### src/rtl/bpm_pkg.sv
package bpm_pkg;
   localparam int N_EVT = 4;
   localparam int SEL_W = 3;

   // word addresses
   localparam int A_CTRL    = 0;
   localparam int A_EN_SET  = 1;
   localparam int A_EN_CLR  = 2;
   localparam int A_OVF     = 3;
   localparam int A_IE_SET  = 4;
   localparam int A_IE_CLR  = 5;
   localparam int A_CYCLE   = 6;
   localparam int A_SEL0    = 8;
   localparam int A_CNT0    = 12;
   localparam int A_WIDE_LO = 15;
   localparam int A_WIDE_HI = 16;

   // control bits
   localparam int CTRL_EN_BIT   = 0;
   localparam int CTRL_ERST_BIT = 1;
   localparam int CTRL_CRST_BIT = 2;
   localparam int CTRL_MODE_LSB = 4;
   localparam logic [1:0] MODE_MANUAL = 2'b00;

   // event select codes
   localparam logic [SEL_W-1:0] SEL_RD        = 3'd1;
   localparam logic [SEL_W-1:0] SEL_WR        = 3'd2;
   localparam logic [SEL_W-1:0] SEL_BOTH      = 3'd3;
   localparam logic [SEL_W-1:0] SEL_BOTH_WIDE = 3'd4;
endpackage

### src/rtl/bpm_evt_decode.sv
module bpm_evt_decode
   import bpm_pkg::*;
#(
   parameter bit WIDE_CODE = 1'b0
)(
   input  logic [SEL_W-1:0] sel,
   input  logic             rd,
   input  logic             wr,
   output logic [1:0]       inc
);
   logic take_rd, take_wr;

   generate
      if (WIDE_CODE) begin : g_wide
         assign take_rd = (sel == SEL_RD) || (sel == SEL_BOTH_WIDE);
         assign take_wr = (sel == SEL_WR) || (sel == SEL_BOTH_WIDE);
      end else begin : g_std
         assign take_rd = (sel == SEL_RD) || (sel == SEL_BOTH);
         assign take_wr = (sel == SEL_WR) || (sel == SEL_BOTH);
      end
   endgenerate

   assign inc = {1'b0, take_rd & rd} + {1'b0, take_wr & wr};
endmodule

### src/rtl/bpm_counter.sv
module bpm_counter #(
   parameter int W = 32
)(
   input  logic         clk,
   input  logic         rst_n,
   input  logic         clr,
   input  logic [1:0]   step,
   output logic [W-1:0] count,
   output logic         wrap
);
   logic [W-1:0] nxt;

   always_comb begin
      {wrap, nxt} = {1'b0, count} + (W+1)'(step);
   end

   always_ff @(posedge clk or negedge rst_n) begin
      if (!rst_n)   count <= '0;
      else if (clr) count <= '0;
      else          count <= nxt;
   end
endmodule

### src/rtl/bus_perf_monitor.sv
module bus_perf_monitor
   import bpm_pkg::*;
#(
   parameter int CNT_W  = 32,
   parameter int WIDE_W = 40,
   parameter int LO_W   = 32,
   parameter int DATA_W = 32,
   parameter int ADDR_W = 5
)(
   input  logic              clk,
   input  logic              rst_n,
   input  logic              reg_req,
   input  logic              reg_we,
   input  logic [ADDR_W-1:0] reg_addr,
   input  logic [DATA_W-1:0] reg_wdata,
   output logic [DATA_W-1:0] reg_rdata,
   input  logic              rd_beat,
   input  logic              wr_beat,
   output logic              irq
);
   localparam int NSLOT   = N_EVT + 1;
   localparam int CYC_IDX = N_EVT;
   localparam int HI_W    = WIDE_W - LO_W;

   generate
      if (CNT_W < 2 || CNT_W > DATA_W) begin : g_bad_cnt
         $error("CNT_W must lie between 2 and DATA_W");
      end
      if (HI_W < 1 || HI_W > 8) begin : g_bad_split
         $error("WIDE_W must exceed LO_W by 1 to 8 bits");
      end
      if (LO_W > DATA_W || LO_W < 2) begin : g_bad_lo
         $error("LO_W must lie between 2 and DATA_W");
      end
      if (DATA_W < 8 || ADDR_W < 5) begin : g_bad_port
         $error("DATA_W must be at least 8 and ADDR_W at least 5");
      end
   endgenerate

   logic                          gen_en_q;
   logic [1:0]                    mode_q;
   logic [NSLOT-1:0]              en_q, ovf_q, ie_q;
   logic [N_EVT-1:0][SEL_W-1:0]   sel_q;
   logic [DATA_W-1:0]             rdata_q, rd_mux;
   logic [N_EVT-1:0][1:0]         step;
   logic [NSLOT-1:0]              wrap_raw, wrap_v;
   logic [CNT_W-1:0]              cnt_std [N_EVT-1];
   logic [WIDE_W-1:0]             cnt_wide;
   logic [CNT_W-1:0]              cyc_cnt;
   logic                          run, wr_hit, rd_hit, wr_ctrl, evt_rst, cyc_rst;
   logic                          unused_wdata;

   assign unused_wdata = ^reg_wdata[DATA_W-1:6];

   assign wr_hit  = reg_req && reg_we;
   assign rd_hit  = reg_req && !reg_we;
   assign wr_ctrl = wr_hit && (reg_addr == ADDR_W'(A_CTRL));
   assign evt_rst = wr_ctrl && reg_wdata[CTRL_ERST_BIT];
   assign cyc_rst = wr_ctrl && reg_wdata[CTRL_CRST_BIT];
   assign run     = gen_en_q && (mode_q == MODE_MANUAL);

   // event counters: the last one is the wide variant with its own code
   for (genvar i = 0; i < N_EVT; i++) begin : g_evt
      logic [1:0] inc;
      bpm_evt_decode #(.WIDE_CODE(i == N_EVT-1)) u_dec (
         .sel (sel_q[i]),
         .rd  (rd_beat),
         .wr  (wr_beat),
         .inc (inc)
      );
      assign step[i] = (run && en_q[i]) ? inc : 2'd0;
      if (i == N_EVT-1) begin : g_wide
         bpm_counter #(.W(WIDE_W)) u_cnt (
            .clk(clk), .rst_n(rst_n), .clr(evt_rst), .step(step[i]),
            .count(cnt_wide), .wrap(wrap_raw[i])
         );
      end else begin : g_std
         bpm_counter #(.W(CNT_W)) u_cnt (
            .clk(clk), .rst_n(rst_n), .clr(evt_rst), .step(step[i]),
            .count(cnt_std[i]), .wrap(wrap_raw[i])
         );
      end
   end

   bpm_counter #(.W(CNT_W)) u_cyc (
      .clk(clk), .rst_n(rst_n), .clr(cyc_rst),
      .step({1'b0, run && en_q[CYC_IDX]}),
      .count(cyc_cnt), .wrap(wrap_raw[CYC_IDX])
   );

   // a reset write zeroes without flagging
   assign wrap_v = wrap_raw & ~{cyc_rst, {N_EVT{evt_rst}}};

   always_comb begin
      rd_mux = '0;
      case (reg_addr)
         ADDR_W'(A_CTRL):    rd_mux = DATA_W'({mode_q, 3'b000, gen_en_q});
         ADDR_W'(A_EN_SET),
         ADDR_W'(A_EN_CLR):  rd_mux = DATA_W'(en_q);
         ADDR_W'(A_OVF):     rd_mux = DATA_W'(ovf_q);
         ADDR_W'(A_IE_SET),
         ADDR_W'(A_IE_CLR):  rd_mux = DATA_W'(ie_q);
         ADDR_W'(A_CYCLE):   rd_mux = DATA_W'(cyc_cnt);
         ADDR_W'(A_WIDE_LO): rd_mux = DATA_W'(cnt_wide[LO_W-1:0]);
         ADDR_W'(A_WIDE_HI): rd_mux = DATA_W'(cnt_wide[WIDE_W-1:LO_W]);
         default:            rd_mux = '0;
      endcase
      for (int i = 0; i < N_EVT; i++) begin
         if (reg_addr == ADDR_W'(A_SEL0 + i)) rd_mux = DATA_W'(sel_q[i]);
      end
      for (int i = 0; i < N_EVT-1; i++) begin
         if (reg_addr == ADDR_W'(A_CNT0 + i)) rd_mux = DATA_W'(cnt_std[i]);
      end
   end

   always_ff @(posedge clk or negedge rst_n) begin
      if (!rst_n) begin
         gen_en_q <= 1'b0;
         mode_q   <= 2'b00;
         en_q     <= '0;
         ovf_q    <= '0;
         ie_q     <= '0;
         sel_q    <= '0;
         rdata_q  <= '0;
      end else begin
         if (wr_ctrl) begin
            gen_en_q <= reg_wdata[CTRL_EN_BIT];
            mode_q   <= reg_wdata[CTRL_MODE_LSB +: 2];
         end
         if (wr_hit && reg_addr == ADDR_W'(A_EN_SET)) en_q <= en_q | reg_wdata[NSLOT-1:0];
         if (wr_hit && reg_addr == ADDR_W'(A_EN_CLR)) en_q <= en_q & ~reg_wdata[NSLOT-1:0];
         if (wr_hit && reg_addr == ADDR_W'(A_IE_SET)) ie_q <= ie_q | reg_wdata[NSLOT-1:0];
         if (wr_hit && reg_addr == ADDR_W'(A_IE_CLR)) ie_q <= ie_q & ~reg_wdata[NSLOT-1:0];
         ovf_q <= (ovf_q & ~((wr_hit && reg_addr == ADDR_W'(A_OVF)) ?
                             reg_wdata[NSLOT-1:0] : '0)) | wrap_v;
         for (int i = 0; i < N_EVT; i++) begin
            if (wr_hit && reg_addr == ADDR_W'(A_SEL0 + i)) sel_q[i] <= reg_wdata[SEL_W-1:0];
         end
         if (rd_hit) rdata_q <= rd_mux;
      end
   end

   assign reg_rdata = rdata_q;
   assign irq       = |(ovf_q & ie_q);
endmodule

### config.mk
export PLATFORM = sky130hd
export DESIGN_NAME = bus_perf_monitor
export DESIGN_NICKNAME = d
export VERILOG_FILES = /design/src/rtl/bpm_pkg.sv /design/src/rtl/bpm_evt_decode.sv /design/src/rtl/bpm_counter.sv /design/src/rtl/bus_perf_monitor.sv
export SDC_FILE = /design/constraint.sdc
export NUM_CORES = 1
export LEC_CHECK = 0
export BUFFER_PORTS_ARGS = -buffer_cell sky130_fd_sc_hd__buf_4
export CORE_ASPECT_RATIO = 0.9
export CORE_MARGIN = 1.5
export CORE_UTILIZATION = 50
export CTS_BUF_LIST = sky130_fd_sc_hd__clkbuf_4 sky130_fd_sc_hd__clkbuf_8
export DETAILED_ROUTE_END_ITERATION = 10
export GPL_ROUTABILITY_DRIVEN = 0
export GPL_TIMING_DRIVEN = 0
export PLACE_DENSITY = 0.67
export SETUP_SLACK_MARGIN = 0.5
export SKIP_LAST_GASP = 1
export SLEW_MARGIN = 20
export SYNTH_ARGS = -nofsm -noshare
export SYNTH_HDL_FRONTEND = slang
export SYNTH_HIERARCHICAL = 1
export SYNTH_SLANG_ARGS = --single-unit
### constraint.sdc
create_clock -name clk -period 6.6 [get_ports clk]
set_input_delay 1.32 -clock clk [delete_from_list [all_inputs] [get_ports clk]]
set_output_delay 1.32 -clock clk [all_outputs]
set_load 0.05 [all_outputs]
### After elaboration in Yosys (flattened, before gate mapping)

Index checks and enable logic that the tools add are counted.

* bits in registers: 230
* logic and storage cells: 128
* bits of input ports: 43
* output and inout bits: 33

* reductions and logical operators: 36
* mux-type cells: 22
* add/subtract/negate cells: 9
* equal/unequal tests: 27
* bitwise gates (word level): 19

Operators by type and width (number)
* $mux W32: 11
* $pmux W32 S7: 1
* $add A32 B2 Y33: 3
* $add A40 B2 Y41: 1
* $eq A5 B4 Y1 const B: 8
* $mux W40: 1
* $add A32 B1 Y33: 1
* $and A5 B5 Y5: 5
* $mux W5: 5
* $eq A3 B2 Y1 const B: 7
* $logic_and A1 B1 Y1: 20
* $eq A5 B3 Y1 const B: 3
* $not A5 Y5: 3
* $or A5 B5 Y5: 3
* $eq A3 B1 Y1 const B: 4
* $eq A5 B2 Y1 const B: 2
* $add A1 B1 Y2: 4
* $and A1 B1 Y1: 8
* $logic_or A1 B1 Y1: 8
* $mux W2: 4
* $eq A5 B1 Y1 const B: 1
* $eq A5 B5 Y1 const B: 1
* $logic_not A5 Y1: 1
* $reduce_or A5 Y1: 1
* other kinds (5): 7

### Longest topological paths before layout

* depth after elaboration: 10
* mapped depth: 13
* mapped depth without buffers: 11

### By module

The synthesis kept the hierarchy.

Modules (own cells, without submodules)
* bpm_counter at g_evt[0].g_std.u_cnt ...: area an instance 1660.3 sq um, cells each 170, sequential area each 800.8 sq um, instances 3
* bus_perf_monitor: area an instance 4217.8 sq um, cells each 484, sequential area each 1551.5 sq um, instances 1
* bpm_counter at g_evt[3].g_wide.u_cnt: area an instance 2194.6 sq um, cells each 234, sequential area each 1001.0 sq um, instances 1
* bpm_counter at u_cyc: area an instance 1639.1 sq um, cells each 173, sequential area each 800.8 sq um, instances 1
* bpm_evt_decode at g_evt[0].u_dec ...: area an instance 30.0 sq um, cells each 3, sequential area each 0.0 sq um, instances 3
* bpm_evt_decode at g_evt[3].u_dec: area an instance 45.0 sq um, cells each 5, sequential area each 0.0 sq um, instances 1

### Worst setup path before layout

Ideal clock, no wire load.

* path type: input to register
* start: input port rd_beat
* end: register g_evt[3].g_wide.u_cnt.count[38]
* data arrival time: 3.759 ns
* path buffers: 2
* required time: 6.522 ns
* stages: 11
* slack: 2.763 ns
* setup time: 0.078 ns
* path through: nor3b_1 > ha_1 > and3_1 > ha_1 > fa_1 > nand3_2 > or4_4 > buf_6 > buf_6 > or4_1 > a21oi_1

RTL lines
* start: declaration: line bus_perf_monitor.sv:17 `input logic rd_beat,`
* end signal: assignment: line bpm_counter.sv:20 `else count <= nxt;`
* end: declaration: line bpm_counter.sv:8 `output logic [W-1:0] count,`

### Worst setup path after layout

* start: register mode_q[1]
* end: register ovf_q[4]

* word-level cells in the longest chain between the ends: 6

Ends and longest elaborated chain
* start: declaration: line bus_perf_monitor.sv:41 `logic [1:0] mode_q;`
* start signal: assignment: line bus_perf_monitor.sv:128 `mode_q <= reg_wdata[CTRL_MODE_LSB +: 2];`
* $logic_not A2 Y1: line bus_perf_monitor.sv:60 `assign run = gen_en_q && (mode_q == MODE_MANUAL);`
* $logic_and A1 B1 Y1: line bus_perf_monitor.sv:60
* $logic_and A1 B1 Y1: line bus_perf_monitor.sv:87 `.step({1'b0, run && en_q[CYC_IDX]}),`
* $add A32 B1 Y33: line bpm_counter.sv:14 `{wrap, nxt} = {1'b0, count} + (W+1)'(step);`
* via wrap_raw[4]: line bus_perf_monitor.sv:46 `logic [NSLOT-1:0] wrap_raw, wrap_v;`
* $and A5 B5 Y5: line bus_perf_monitor.sv:92 `assign wrap_v = wrap_raw & ~{cyc_rst, {N_EVT{evt_rst}}};`
* $or A5 B5 Y5: line bus_perf_monitor.sv:135 `reg_wdata[NSLOT-1:0] : '0)) | wrap_v;`
* end signal: assignment: line bus_perf_monitor.sv:134 `ovf_q <= (ovf_q & ~((wr_hit && reg_addr == ADDR_W'(A_OVF)) ?`
* end: declaration: line bus_perf_monitor.sv:42 `logic [NSLOT-1:0] en_q, ovf_q, ie_q;`

The timed path passes the listed nets, and every way through them passes these cells.
A chain may end at the register's enable or synchronous reset.

==> qor.txt <==
Reg clk slew, reported paths -> 60 ps
Worst hold margin -> 484 ps
Max-slew violation count -> 0
Register area share after synthesis -> 43.7%
Clock sinks -> 230
Total Power -> 0.00333 W
Initial core utilization -> 50.7%
Critical Path AT -> 4490 ps
Yosys cell types -> 70
Ys flop type -> dfrtp_1
Core ar. -> 0.0260 mm²
Hold Crit Depth -> 2
Number of antenna violations at the first check in global routing -> 0
CTS tree -> built
Die Y -> 157 µm
Clock Skews -> 18.0 ps
Final setup viols -> 0
Worst r2r path cells -> 10
Worst-Margin Slew -> 878 ps
Antenna Diode Count -> 0
Startpoint Class -> flip-flop
# Post-CTS Setup Buffers -> 0
Worst-case vdd ir drop -> 0.141 mV
Crit Path Class -> reg2reg
Max Buffers Root-to-Sink -> 3
DR pass1 iterations -> 10
Chip width -> 174 µm
Gr ovfl total -> 0
Crit-path max FO -> 10
Clk Latency, worst-skew pair -> 550 ps
Layout fillers -> 2283
Vias per cell -> 6.52
Data required time at the worst endpoint -> 7080 ps
Share of cells above drive strength 1 -> 12.4%
CP Capture Type -> flip-flop
Yosys warns -> 6
Setup TNS Final -> 0 ps
WL final -> 42000 µm
Final Hold Fails -> 0
Ys async rst share -> 100%
Status -> finished clean
Fin cells -> 1884
Site Rows -> 56
DRC Markers -> 0
Vias in the first global route -> 11500
Largest area contributor in the netlist -> dfrtp_1
Global-route wire length before repair -> 66200 µm
Cell count after synthesis -> 1415
Leakage -> 6.12 nW
Total GRT Usage -> 31.2%
Fin crit share -> 60.6%
H-Tree Depth -> 2
Yosys reg bits -> 230
Ranking of synthesized cells by area -> dfrtp_1 44%, a21oi_1 4.8%, or4_1 4.0%
Area grow syn2layout -> 13.4%
DIE AREA -> 0.0273 mm²
IO buf count -> 47
Post-layout nets -> 1571
Detail Placement HPWL -> 30900 µm
FMAX -> 250 MHz
ANT nets after route -> 0
RSZ-0062 raised after global routing -> false
Util after Layout -> 57.5%
Post-layout min period -> 4000 ps
Average size of a mapped cell -> 9.31 µm²
Root Buffer -> clkbuf_8
Cell Pwr Density -> 223 mW/mm²
CTS-repair resized insts -> 0
Yosys top cell area share -> 43.7%
I/O pins -> 76
DR vias -> 12300
Slew margin rel. -> 41.0%
TritonCTS buffer count -> 41
EDFF count, synth -> 0
Initial drt markers -> 1467
Dpl cells -> 1814
Routed WL per cell -> 22.3 µm
Hold Buf Count CTS -> 0
HP Class -> reg2reg
Largest net degree at the start of global routing -> 79
Max Cap Viol -> 0
Syn Std Cell Area -> 0.0132 mm²
==> final cells by class <==
type / instances / area, µm² / area share [%]
inverter: 43 / 161 / 1.08
multi-input combinational: 1057 / 6820 / 45.7
tap: 348 / 435 / 2.92
sequential: 230 / 5760 / 38.5
timing repair buffer: 50 / 443 / 2.97
buffer: 86 / 437 / 2.92
clock inverter: 2 / 37.5 / 0.251
clock buffer: 68 / 842 / 5.64
==> through the flow <==
step | instance area, µm² | setup WS [ps]
global placement | 14000 | 2270
global route | 14900 | 2500
floorplan | 13200 | 2760
detailed placement | 14100 | 2270
CTS | 14900 | 2690
finish | 14900 | 2600
==> logic make-up (layout without fill, tap and decap cells) <==
group	count (synthesis)	after routing	share of synthesized area, %
and+or+nand+nor	557	557	24.3
DFF	230	230	43.7
other	1	2	0.0285
xor gates and xnor gates	61	61	4.06
buffers and inverters	129	249	4.54
muxes	45	45	3.55
AOI/OAI and AO/OA	373	373	17.7
adders and majority gates	19	19	2.09
==> Yosys cell counts, types with 3 or more instances <==
master and count:
or3_1 45, nor3b_1 6, a22o_1 12, clkbuf_1 56
and2_1 8, nor3_1 18, a32oi_1 5, nand2_1 117
a31o_2 3, and4_1 15, dfrtp_1 230, buf_4 6
buf_6 10, a32o_1 4, xnor2_1 42, mux2i_1 31
and3_1 18, a22oi_1 9, or4_4 4, nand2b_1 5
o21ai_1 17, and3b_1 7, nand4_1 45, a21oi_1 126
ha_1 14, o22ai_1 3, or2_2 3, inv_1 43
a211oi_1 3, xor2_1 19, nor4_1 21, fa_1 5
mux2_2 14, or4_1 71, a222oi_1 24, nor2b_1 18
o31ai_1 60, nand4_4 3, buf_2 13, nand3_1 57
nor4b_1 4, nor2_1 78, o21ai_0 90
==> cells in the final DEF, fill, tap and decap left out, types with 52 or more instances in the layout <==
cell,count
dfrtp_1,230
a21oi_1,126
nand2_1,117
o21ai_0,90
nor2_1,78
or4_1,71
o31ai_1,60
nand3_1,57
clkbuf_1,56
clkbuf_8,53
buf_4,52
==> routing by layer <==
metal  vias to the layer above  global-route usage [%]  part of all wire, %
li1                       5529                       -                    -
met1                      6044                    46.1                   45
met2                       622                    46.5                   44
met3                        86                    5.72                  9.2
met4                         0                    9.32                  2.5
met5                         -                       0                    0
==> critical path, stage by stage (launching register included) <==
cell      delay, ps
dfrtp_1         410
nor3b_2         640
and2_1          240
ha_1            200
fa_1            260
nand4_2         210
or4_1           590
buf_2           210
clkbuf_1        270
nor4_1          670
a22o_1          240
==> worst paths after layout <==
path                                      startpoint                                        to  slack (ps)
min in group asynchronous                      rst_n   g_evt[2].g_std.u_cnt/count[7]$_DFF_PN0_         680
max reg2reg                    mode_q[1]$_DFFE_PN0P_                        ovf_q[4]$_DFF_PN0_        2600
min                        reg_rdata[18]$_DFFE_PN0P_                 reg_rdata[18]$_DFFE_PN0P_         480
max                            mode_q[1]$_DFFE_PN0P_                        ovf_q[4]$_DFF_PN0_        2600
min reg2reg                reg_rdata[18]$_DFFE_PN0P_                 reg_rdata[18]$_DFFE_PN0P_         480
max in group asynchronous                      rst_n  g_evt[0].g_std.u_cnt/count[15]$_DFF_PN0_        4570
==> power by group <==
group	internal, W	switching [W]
Combinational	0.000119	0.000198
Sequential	0.00148	0.0000944
Clock	0.000837	0.000605
Total	0.00243	0.000897
==> flip-flops by register name, indices dropped and copies added, names as in the netlist, named ones only <==
| register | cells |
|---|---|
| g_evt.g_wide.u_cnt/count | 40 |
| reg_rdata | 32 |
| sel_q | 12 |
| u_cyc/count | 32 |
| ovf_q | 5 |
| g_evt.g_std.u_cnt/count | 96 |
| gen_en_q | 1 |
| mode_q | 2 |
(Power assumes the default switching activity.)
